`src/rtl/muldiv_pkg.sv`:
```
package muldiv_pkg;

  typedef enum logic [1:0] {
    SEL_X    = 2'd0,
    SEL_Y    = 2'd1,
    SEL_Z    = 2'd2,
    SEL_CTRL = 2'd3
  } reg_sel_e;

  typedef enum logic [1:0] {
    OP_IDLE = 2'b00,
    OP_MUL  = 2'b01,
    OP_DIV  = 2'b10,
    OP_RSVD = 2'b11
  } op_e;

  // control byte: [7] slow rate, [6:4] spare, [3] clear Y, [2] clear Z, [1:0] op
  typedef struct packed {
    logic       slow;
    logic [2:0] spare;
    logic       yclr;
    logic       zclr;
    op_e        op;
  } ctrl_t;

  localparam int CTRL_BITS = 8;

endpackage

```
`src/rtl/muldiv_tick.sv`:
```
module muldiv_tick #(
  parameter int SLOW_DIV = 4
) (
  input  logic clk,
  input  logic rst_n,
  input  logic clr,
  input  logic run,
  input  logic slow,
  output logic tick
);
  localparam int CW = (SLOW_DIV > 1) ? $clog2(SLOW_DIV) : 1;
  localparam logic [CW-1:0] LAST = CW'(SLOW_DIV - 1);

  logic [CW-1:0] cnt_q, cnt_d;

  always_comb begin
    cnt_d = cnt_q;
    tick  = 1'b0;
    if (clr || !run) begin
      cnt_d = '0;
    end else if (!slow) begin
      tick = 1'b1;
    end else if (cnt_q == LAST) begin
      tick  = 1'b1;
      cnt_d = '0;
    end else begin
      cnt_d = cnt_q + 1'b1;
    end
  end

  always_ff @(posedge clk or negedge rst_n) begin
    if (!rst_n) cnt_q <= '0;
    else        cnt_q <= cnt_d;
  end

  generate
    if (SLOW_DIV > 1) begin : g_gap_chk
      // in slow mode two step ticks are never adjacent
      a_r6_tick_gap: assert property (@(posedge clk) disable iff (!rst_n)
        (tick && slow) |=> !tick);
    end
  endgenerate

endmodule

```
`src/rtl/muldiv_ctl.sv`:
```
module muldiv_ctl
  import muldiv_pkg::*;
#(
  parameter int WIDTH = 16
) (
  input  logic       clk,
  input  logic       rst_n,
  input  logic       clr,
  input  logic       wr_ctrl,
  input  logic [7:0] wr_byte,
  input  logic       tick,
  output ctrl_t      ctrl_q,
  output logic       busy,
  output logic       step_en
);
  localparam int SW = $clog2(WIDTH + 1);
  localparam logic [SW-1:0] LAST_STEP = SW'(WIDTH);

  ctrl_t         ctrl_d;
  logic [SW-1:0] step_q, step_d;

  assign busy = (ctrl_q.op == OP_MUL) || (ctrl_q.op == OP_DIV);

  always_comb begin
    ctrl_d  = ctrl_q;
    step_d  = step_q;
    step_en = 1'b0;
    if (clr) begin
      ctrl_d.op = OP_IDLE;
      step_d    = '0;
    end else if (wr_ctrl) begin
      ctrl_d = ctrl_t'(wr_byte);
      step_d = '0;
    end else if (busy && tick) begin
      if (step_q == LAST_STEP) begin
        ctrl_d.op = OP_IDLE;
        step_d    = '0;
      end else begin
        step_en = 1'b1;
        step_d  = step_q + 1'b1;
      end
    end
  end

  always_ff @(posedge clk or negedge rst_n) begin
    if (!rst_n) begin
      ctrl_q <= '0;
      step_q <= '0;
    end else begin
      ctrl_q <= ctrl_d;
      step_q <= step_d;
    end
  end

  // step counter never runs past the final step
  a_r5_step_bound: assert property (@(posedge clk) disable iff (!rst_n)
    step_q <= LAST_STEP);
  // a normal finish happens only from the last step
  a_r5_finish_step: assert property (@(posedge clk) disable iff (!rst_n)
    ($fell(busy) && !$past(clr)) |-> ($past(step_q) == LAST_STEP));
  // a multiply or divide code starts an operation
  a_r4_start: assert property (@(posedge clk) disable iff (!rst_n)
    (wr_ctrl && !clr && (wr_byte[1:0] == 2'b01 || wr_byte[1:0] == 2'b10)) |=> busy);
  // clear stops the operation
  a_r8_clr_stop: assert property (@(posedge clk) disable iff (!rst_n)
    clr |=> !busy);

endmodule

```
`src/rtl/muldiv_step.sv`:
```
module muldiv_step #(
  parameter int WIDTH = 16
) (
  input  logic             is_div,
  input  logic [WIDTH-1:0] x,
  input  logic [WIDTH-1:0] y,
  input  logic [WIDTH-1:0] z,
  output logic [WIDTH-1:0] y_nx,
  output logic [WIDTH-1:0] z_nx
);
  logic [WIDTH:0] sum;
  logic [WIDTH:0] rem;
  logic [WIDTH:0] diff;
  logic           ge;

  always_comb begin
    // shift-add: conditionally add X into Y, shift carry:Y:Z right
    sum = {1'b0, y} + (z[0] ? {1'b0, x} : '0);
    // restoring divide: shift Y:Z left, trial subtract X
    rem  = {y, z[WIDTH-1]};
    diff = rem - {1'b0, x};
    ge   = (rem >= {1'b0, x});
    if (is_div) begin
      y_nx = ge ? diff[WIDTH-1:0] : rem[WIDTH-1:0];
      z_nx = {z[WIDTH-2:0], ge};
    end else begin
      y_nx = sum[WIDTH:1];
      z_nx = {sum[0], z[WIDTH-1:1]};
    end
  end

endmodule

```
`src/rtl/muldiv_dp.sv`:
```
module muldiv_dp
  import muldiv_pkg::*;
#(
  parameter int WIDTH = 16
) (
  input  logic             clk,
  input  logic             rst_n,
  input  logic             wr_ok,
  input  logic [1:0]       wr_sel,
  input  logic [WIDTH-1:0] wr_data,
  input  logic             step_en,
  input  logic             is_div,
  input  logic             busy,
  output logic [WIDTH-1:0] x_q,
  output logic [WIDTH-1:0] y_q,
  output logic [WIDTH-1:0] z_q,
  output logic             ovf_q
);
  logic [WIDTH-1:0] x_d, y_d, z_d, y_nx, z_nx, y_eff;
  logic             ovf_d;
  ctrl_t            wr_ctrl;

  assign wr_ctrl = ctrl_t'(wr_data[CTRL_BITS-1:0]);

  muldiv_step #(.WIDTH(WIDTH)) u_step (
    .is_div(is_div),
    .x     (x_q),
    .y     (y_q),
    .z     (z_q),
    .y_nx  (y_nx),
    .z_nx  (z_nx)
  );

  always_comb begin
    x_d   = x_q;
    y_d   = y_q;
    z_d   = z_q;
    ovf_d = ovf_q;
    y_eff = wr_ctrl.yclr ? '0 : y_q;
    if (wr_ok) begin
      unique case (reg_sel_e'(wr_sel))
        SEL_X: x_d = wr_data;
        SEL_Y: y_d = wr_data;
        SEL_Z: z_d = wr_data;
        SEL_CTRL: begin
          y_d   = y_eff;
          if (wr_ctrl.zclr) z_d = '0;
          ovf_d = (y_eff >= x_q);
        end
        default: ;
      endcase
    end else if (step_en) begin
      y_d = y_nx;
      z_d = z_nx;
    end
  end

  always_ff @(posedge clk or negedge rst_n) begin
    if (!rst_n) begin
      x_q   <= '0;
      y_q   <= '0;
      z_q   <= '0;
      ovf_q <= 1'b0;
    end else begin
      x_q   <= x_d;
      y_q   <= y_d;
      z_q   <= z_d;
      ovf_q <= ovf_d;
    end
  end

  // X is never written while an operation runs
  a_r9_x_hold: assert property (@(posedge clk) disable iff (!rst_n)
    busy |=> $stable(x_q));
  // overflow flag holds while an operation runs
  a_r7_ovf_hold: assert property (@(posedge clk) disable iff (!rst_n)
    busy |=> $stable(ovf_q));
  // no register write is accepted while busy
  a_r9_no_wr_busy: assert property (@(posedge clk) disable iff (!rst_n)
    busy |-> !wr_ok);

endmodule

```
`src/rtl/muldiv_unit.sv`:
```
module muldiv_unit
  import muldiv_pkg::*;
#(
  parameter int WIDTH    = 16,
  parameter int SLOW_DIV = 4
) (
  input  logic             clk,
  input  logic             rst_n,
  input  logic             clr,
  input  logic             wr_en,
  input  logic [1:0]       wr_sel,
  input  logic [WIDTH-1:0] wr_data,
  input  logic [1:0]       rd_sel,
  output logic [WIDTH-1:0] rd_data,
  output logic             busy,
  output logic             ovf
);
  logic [1:0]       rst_sync;
  logic             rst_int_n;
  logic             wr_ok, wr_ctrl, tick, step_en;
  ctrl_t            ctrl_q;
  logic [WIDTH-1:0] x_q, y_q, z_q;

  always_ff @(posedge clk or negedge rst_n) begin
    if (!rst_n) rst_sync <= 2'b00;
    else        rst_sync <= {rst_sync[0], 1'b1};
  end
  assign rst_int_n = rst_sync[1];

  assign wr_ok   = wr_en && !busy && !clr;
  assign wr_ctrl = wr_ok && (reg_sel_e'(wr_sel) == SEL_CTRL);

  muldiv_tick #(.SLOW_DIV(SLOW_DIV)) u_tick (
    .clk  (clk),
    .rst_n(rst_int_n),
    .clr  (clr),
    .run  (busy),
    .slow (ctrl_q.slow),
    .tick (tick)
  );

  muldiv_ctl #(.WIDTH(WIDTH)) u_ctl (
    .clk    (clk),
    .rst_n  (rst_int_n),
    .clr    (clr),
    .wr_ctrl(wr_ctrl),
    .wr_byte(wr_data[CTRL_BITS-1:0]),
    .tick   (tick),
    .ctrl_q (ctrl_q),
    .busy   (busy),
    .step_en(step_en)
  );

  muldiv_dp #(.WIDTH(WIDTH)) u_dp (
    .clk    (clk),
    .rst_n  (rst_int_n),
    .wr_ok  (wr_ok),
    .wr_sel (wr_sel),
    .wr_data(wr_data),
    .step_en(step_en),
    .is_div (ctrl_q.op == OP_DIV),
    .busy   (busy),
    .x_q    (x_q),
    .y_q    (y_q),
    .z_q    (z_q),
    .ovf_q  (ovf)
  );

  always_comb begin
    unique case (reg_sel_e'(rd_sel))
      SEL_X:    rd_data = x_q;
      SEL_Y:    rd_data = y_q;
      SEL_Z:    rd_data = z_q;
      default:  rd_data = {{(WIDTH-CTRL_BITS){1'b0}}, ctrl_q};
    endcase
  end

  // reserved and idle codes never leave busy set
  a_r4_idle_codes: assert property (@(posedge clk) disable iff (!rst_int_n)
    (wr_ctrl && (wr_data[1:0] == 2'b00 || wr_data[1:0] == 2'b11)) |=> !busy);

endmodule

```
`config.mk`:
```
export PLATFORM = sky130hd
export DESIGN_NAME = muldiv_unit
export DESIGN_NICKNAME = d
export VERILOG_FILES = /design/src/rtl/muldiv_pkg.sv /design/src/rtl/muldiv_tick.sv /design/src/rtl/muldiv_ctl.sv /design/src/rtl/muldiv_step.sv /design/src/rtl/muldiv_dp.sv /design/src/rtl/muldiv_unit.sv
export SDC_FILE = /design/constraint.sdc
export NUM_CORES = 1
export LEC_CHECK = 0
export CORE_UTILIZATION = 41
export DETAILED_ROUTE_END_ITERATION = 6
export PLACE_DENSITY = 0.7
export SLEW_MARGIN = 0
export SYNTH_ARGS = -nofsm -noshare
export SYNTH_HDL_FRONTEND = slang
export SYNTH_SLANG_ARGS = --single-unit
```
`constraint.sdc`:
```
create_clock -name clk -period 3.35 [get_ports clk]
set_clock_uncertainty 0.15 [all_clocks]
set_input_delay 1.005 -clock clk [delete_from_list [all_inputs] [get_ports clk]]
set_output_delay 1.005 -clock clk [all_outputs]
set_load 0.02 [all_outputs]
```
Word level (Yosys, flattened, before mapping)

Cells that the tools add are included.

Muxes and demuxes: 31
Bitwise operators: 1
Magnitude comparators: 2
Equality and inequality tests: 12
Add/subtract/negate cells: 4
Reductions and logical operators: 20

Operator list:

| operator              | number |
|---|---|
| $mux W16              | 10 |
| $pmux W16 S2          | 2 |
| $pmux W16 S3          | 1 |
| $mux W5               | 4 |
| $add A16 B16 Y17      | 1 |
| $ge A17 B16 Y1        | 1 |
| $ge A16 B16 Y1        | 1 |
| $sub A16 B16 Y16      | 1 |
| $mux W2               | 7 |
| $eq A2 B2 Y1 const B  | 5 |
| $reduce_and A2 Y1     | 5 |
| $mux W1               | 7 |
| $eq A2 B1 Y1 const B  | 3 |
| $ne A3 B1 Y1 const B  | 2 |
| $reduce_bool A3 Y1    | 2 |
| $add A5 B1 Y5 const B | 1 |
| $eq A5 B5 Y1 const B  | 1 |
| $logic_and A1 B1 Y1   | 4 |
| $logic_not A2 Y1      | 2 |
| $reduce_bool A2 Y1    | 2 |
| $ne A3 B3 Y1 const B  | 1 |
| $reduce_and A3 Y1     | 1 |
| $add A2 B1 Y2 const B | 1 |
| $logic_not A1 Y1      | 2 |
| other kinds (2)       | 3 |

Output and inout port bits: 18
Bits of input ports: 24
Flip-flop bits (word level): 66

Logic depth before layout (Yosys ltp)

Gate-level depths: netlist (run 1).

Word-level depth: 11
Depth in mapped cells: 13

Cells and area by module

From an unflattened synthesis (run 1), not the netlist that was laid out.

Cell total of the unflattened synthesis: 707
Area total of the unflattened synthesis: 6,100.9 µm²

Modules (own cells, without submodules):

| module      | instances | area an instance (µm²) | cells an instance |
|---|---|---|---|
| muldiv_dp   | 1         | 2,661.3                | 305 |
| muldiv_step | 1         | 2,162.1                | 297 |
| muldiv_ctl  | 1         | 684.4                  | 58 |
| muldiv_unit | 1         | 481.7                  | 36 |
| muldiv_tick | 1         | 111.4                  | 11 |

Worst setup path before layout (run 1)

Ideal clock, no wire load.

Kind: input port to output port
Start: input rd_sel[0]
End: output rd_data[10]
Path slack: -226 ps
Required time: 2,195 ps
Stages: 4
Arrival: 2,421 ps
Cells stage by stage: clkbuf_1 buf_1 mux2i_1 o21ai_0

Word-level cells in the longest chain between the ends: 2
Elaborated cells on any way between the ends: 4

Ends and longest elaborated chain:

| what                                 | line              | RTL |
|---|---|---|
| start, declared                      | muldiv_unit.sv:13 | `input logic [1:0] rd_sel,` |
| $eq A2 B2 Y1 (tied with other cells) | muldiv_unit.sv:70 | `unique case (reg_sel_e'(rd_sel))` |
| $pmux W16 S3 *                       | muldiv_unit.sv:70 |  |
| end, declared                        | muldiv_unit.sv:14 | `output logic [WIDTH-1:0] rd_data,` |

Mark *: on every way between the ends. The rest lies on a longest branch, timed or not.

Worst setup path after layout (run 1)

Start: input rd_sel[1]
End: output rd_data[0]

The elaborated chain is that of the path after synthesis.

==> impl_metrics.prom, run 1 <==
# TYPE chip_impl_metric gauge
chip_impl_info{name="outcome",value="complete, but fails checks"} 1
chip_impl_info{name="failed_checks",value="DRC"} 1
chip_impl_metric{name="worstPathArrival",unit="ns"} 2.04
chip_impl_metric{name="finalNonFillerCells",unit=""} 901
chip_impl_metric{name="die-height",unit="µm"} 120
chip_impl_metric{name="grt_start_max_net_pins",unit=""} 37
chip_impl_metric{name="asyncSetResetFlopFracSynth",unit="%"} 100
chip_impl_metric{name="drtAntennaViolNets",unit=""} 0
chip_impl_metric{name="core",unit="µm²"} 13400
chip_impl_metric{name="clkSlewWorstSetupHoldPaths",unit="ns"} 0.05
chip_impl_metric{name="hold_viol_final",unit=""} 0
chip_impl_metric{name="dpl.hpwl",unit="µm"} 12700
chip_impl_metric{name="syn-cell-area",unit="µm²"} 5700
chip_impl_metric{name="cts-root-to-sink-buffers",unit=""} 2
chip_impl_metric{name="cts_inserted_buffers",unit=""} 9
chip_impl_metric{name="comb_power_share",unit="%"} 60.6
chip_impl_metric{name="dr.first_iter.drc_count",unit=""} 594
chip_impl_metric{name="average_wire_per_standard_cell",unit="µm"} 18.3
chip_impl_metric{name="p_leak",unit="nW"} 3.05
chip_impl_metric{name="layout-area-overhead-vs-synth",unit="%"} 20.2
chip_impl_metric{name="filler_cells_inserted",unit=""} 1218
chip_impl_metric{name="synth.distinct_cells",unit=""} 54
chip_impl_metric{name="maxClockFrequency",unit="MHz"} 313
chip_impl_metric{name="sequential_cell_area",unit="µm²"} 1650
chip_impl_metric{name="synth_fp_nets",unit=""} 737
chip_impl_metric{name="sw_frac_of_total",unit="%"} 44.5
chip_impl_metric{name="routed-via-count",unit=""} 5353
chip_impl_metric{name="switchingPower",unit="W"} 0.00280
chip_impl_metric{name="port-buffer-count",unit=""} 41
chip_impl_metric{name="synth_area_per_cell",unit="µm²"} 8.64
chip_impl_metric{name="final_net_count",unit=""} 798
chip_impl_metric{name="relSlewSlack",unit="%"} 46.2
chip_impl_metric{name="synthesis.instances",unit=""} 659
chip_impl_metric{name="grt_use_total",unit="%"} 23.6
chip_impl_info{name="critical_path.endpoint_type",value="primary output"} 1
chip_impl_info{name="ys_dominant_reg_cell",value="dfrtp_1"} 1
chip_impl_metric{name="drive_above_1_share",unit="%"} 17.2
chip_impl_metric{name="core.rowCount",unit=""} 42
chip_impl_metric{name="synth_enable_flop_cells",unit=""} 0
chip_impl_info{name="type_of_the_worst_setup_path",value="input pin to primary output"} 1
chip_impl_metric{name="routed_wirelength",unit="µm"} 16500
chip_impl_metric{name="globalplace.congestion",unit=""} 1.00
chip_impl_metric{name="firstDrtPassIters",unit=""} 7
chip_impl_metric{name="clock_insertion_delay_at_the_later_pin_of_the_skew_report",unit="ns"} 0.33
chip_impl_metric{name="num_io_pins",unit=""} 42
chip_impl_metric{name="internal_power_summed_over_all_cells",unit="W"} 0.00349
chip_impl_metric{name="finalCritPeriodShare",unit="%"} 95.4
chip_impl_info{name="cts_tree",value="done"} 1
chip_impl_metric{name="yosys_warnings",unit=""} 0
chip_impl_metric{name="synth_seq_area_share",unit="%"} 29.0
chip_impl_metric{name="diodes",unit=""} 0
chip_impl_info{name="worstSetupStartpointType",value="input pin"} 1
chip_impl_metric{name="overflow",unit=""} 0
chip_impl_metric{name="initial_antenna_violation_count",unit=""} 0
chip_impl_metric{name="floorplan.die.width",unit="µm"} 120
chip_impl_metric{name="multi_input_gate_area",unit="µm²"} 3820
chip_impl_metric{name="number_of_slew_limit_violations_in_the_final_report",unit=""} 0
chip_impl_metric{name="cellPowerDensity",unit="nW/µm²"} 920
chip_impl_metric{name="share_seq_of_total_power",unit="%"} 22.9
chip_impl_info{name="leading_cell_types_in_the_layout_fill_and_taps_excluded",value="66 x nor2_1, 66 x a21oi_1, 64 x dfrtp_1"} 1
chip_impl_metric{name="ir_drop",unit="µV"} 434
chip_impl_metric{name="via_count_of_the_first_global_routing_pass",unit=""} 5146
chip_impl_metric{name="grt_first_pass_wirelength",unit="µm"} 26400
chip_impl_metric{name="critical_path_peak_fanout",unit=""} 7
chip_impl_metric{name="via_per_inst",unit=""} 5.94
chip_impl_metric{name="cap_viol_max_count",unit=""} 0
chip_impl_metric{name="setup_fix_bufs_post_cts",unit=""} 0
chip_impl_metric{name="ctsHtreeMaxLevel",unit=""} 3
chip_impl_info{name="clock-root-buffer",value="clkbuf_16"} 1
chip_impl_metric{name="clock-sinks",unit=""} 66
chip_impl_metric{name="cts_stage_hold_buffer_count",unit=""} 0
chip_impl_metric{name="dp_cells",unit=""} 884
chip_impl_info{name="holdCritPathClass",value="register to asynchronous set/reset pin"} 1
chip_impl_metric{name="critPathRequiredTime",unit="ns"} 2.19
chip_impl_metric{name="clock_power_share",unit="%"} 16.5
chip_impl_metric{name="setup_viol",unit=""} 0
chip_impl_metric{name="start_util",unit="%"} 42.5
chip_impl_metric{name="finish.utilization",unit="%"} 51.1
chip_impl_metric{name="synth_seq_cells",unit=""} 66
chip_impl_metric{name="floorplan.die_area",unit="µm²"} 14400
chip_impl_metric{name="min_cycle_time_layout",unit="ns"} 3.20
chip_impl_metric{name="drt_drc_violations_left",unit=""} 2
chip_impl_metric{name="final.hold.worst_slack",unit="ns"} 0.210
chip_impl_metric{name="slew_at_the_pin_closest_to_its_max_slew_limit",unit="ns"} 0.808
==> power by group through the flow <==
stage | Combinational, W | Sequential (W) | Clock [W]
2_1_floorplan | 0.00277 | 0.00130 | 0
3_3_place_gp | 0.00364 | 0.00143 | 0
3_5_place_dp | 0.00377 | 0.00144 | 0
4_1_cts | 0.00375 | 0.00142 | 0.00105
5_1_grt | 0.00419 | 0.00148 | 0.00108
6_report | 0.00381 | 0.00144 | 0.00104
==> metal layers <==
layer | vias up | wire length [µm] | track usage [%]
met5 | - | 0 | 0
met1 | 2566 | 7140 | 31.3
li1 | 2512 | - | -
met3 | 38 | 1040 | 3.61
met4 | 0 | 408 | 8.20
met2 | 237 | 7870 | 39.1
==> per-stage QoR <==
step           setup TNS (ns)  total power (W)  setup WS [ns]  cell area [µm²]
6_report                    0          0.00630          0.153             6850
5_1_grt               -0.0885          0.00675        -0.0452             6850
4_1_cts                     0          0.00622        0.00756             6840
3_5_place_dp            -8.53          0.00521         -0.541             6540
3_3_place_gp            -8.35          0.00507         -0.535             6540
2_1_floorplan               0          0.00407         0.0961             5700
==> synth_stat cells, drive strengths merged (3+ instances only) <==
master | count | area share [%]
nor2b | 24 | 2.8
nand2 | 40 | 2.6
nand3 | 8 | 0.70
a221o | 3 | 0.53
nand4 | 6 | 0.66
a31oi | 5 | 0.55
clkbuf | 25 | 1.6
a21oi | 72 | 6.6
nor2 | 66 | 4.3
mux4 | 8 | 3.2
a211oi | 11 | 1.4
a21o | 9 | 1.2
o21a | 5 | 0.66
and2 | 17 | 1.9
o21ai | 56 | 4.9
or2 | 4 | 0.44
o21bai | 5 | 0.66
ha | 52 | 11
xor2 | 8 | 1.2
nand2b | 6 | 0.66
inv | 33 | 2.2
a41oi | 4 | 0.62
dfrtp | 66 | 29
nor3 | 12 | 1.1
mux2i | 28 | 4.9
a22oi | 12 | 1.6
mux2 | 26 | 5.1
buf | 5 | 0.44
xnor2 | 13 | 2.0
==> flip-flops by register name, indices dropped and copies added, names as in the netlist <==
| register | flops |
|---|---|
| u_tick.cnt_q | 2 |
| u_ctl.ctrl_q | 8 |
| u_dp.x_q | 16 |
| rst_sync | 2 |
| u_dp.y_q | 16 |
| u_dp.z_q | 16 |
| u_dp.ovf_q | 1 |
| u_ctl.step_q | 5 |
==> cell families (layout without fill, tap and decap cells) <==
| kind of cell | after synthesis | after routing | synth area share (%) |
|---|---|---|---|
| AND/OR/NAND/NOR | 192 | 192 | 16.2 |
| buffers and inverters | 63 | 129 | 4.26 |
| XOR/XNOR | 21 | 21 | 3.23 |
| adder cells (fa/ha/maj) | 54 | 54 | 12.1 |
| other | 1 | 1 | 0.0658 |
| flip-flops | 66 | 66 | 29.0 |
| AO/OA/AOI/OAI | 200 | 200 | 21.9 |
| multiplexers | 62 | 62 | 13.2 |
==> path summary, 6_finish.rpt <==
check / startpoint / end / slack [ns] / cells after the start
setup reg to reg: u_dp.z_q[0] / u_dp.y_q[12] / 0.19 / 12
hold / removal: rst_sync[1] / u_dp.z_q[11] / 0.21 / 0
setup / recovery: rd_sel[1] / rd_data[0] / 0.15 / 4
min in group clk: rst_sync[0] / rst_sync[1] / 0.21 / 0
max in group asynchronous: rst_sync[1] / u_dp.z_q[0] / 1.92 / 1
hold reg to reg: rst_sync[1] / u_dp.z_q[11] / 0.21 / 0
==> critical path, stage by stage <==
cell           delay, ns
dlygate4sd2_1       0.22
buf_6               0.15
mux4_2              0.52
buf_6               0.15
==> cell type report <==
| class | count | share of cell area (%) |
|---|---|---|
| Tap cell | 176 | 3.22 |
| Clock inverter | 4 | 1.08 |
| Clock buffer | 12 | 3.75 |
| Sequential cell | 66 | 24.2 |
| Inverter | 33 | 1.81 |
| Multi-Input combinational cell | 530 | 55.8 |
| Timing Repair Buffer | 80 | 10.2 |
==> repair_timing <==
| item | 4_1_cts | 5_1_grt |
|---|---|---|
| pin swaps | 0 | 1 |
| setup endpoints to repair | 16 | 16 |
| gates resized for setup | 73 | 7 |
| gates cloned | 1 | 0 |
No activity file was read; power rests on OpenSTA's default activity.
==> run 2, diff against run 1 <==
--- a/config.mk
+++ b/config.mk
@@ -6,9 +6,11 @@
 export NUM_CORES = 1
 export LEC_CHECK = 0
 export CORE_UTILIZATION = 41
+export CTS_CLUSTER_SIZE = 20
 export DETAILED_ROUTE_END_ITERATION = 6
 export PLACE_DENSITY = 0.7
 export SLEW_MARGIN = 0
 export SYNTH_ARGS = -nofsm -noshare
 export SYNTH_HDL_FRONTEND = slang
 export SYNTH_SLANG_ARGS = --single-unit
+export TNS_END_PERCENT = 10
==> results of run 2 <==
Final layout, timing and power as in run 1 (identical DEF).
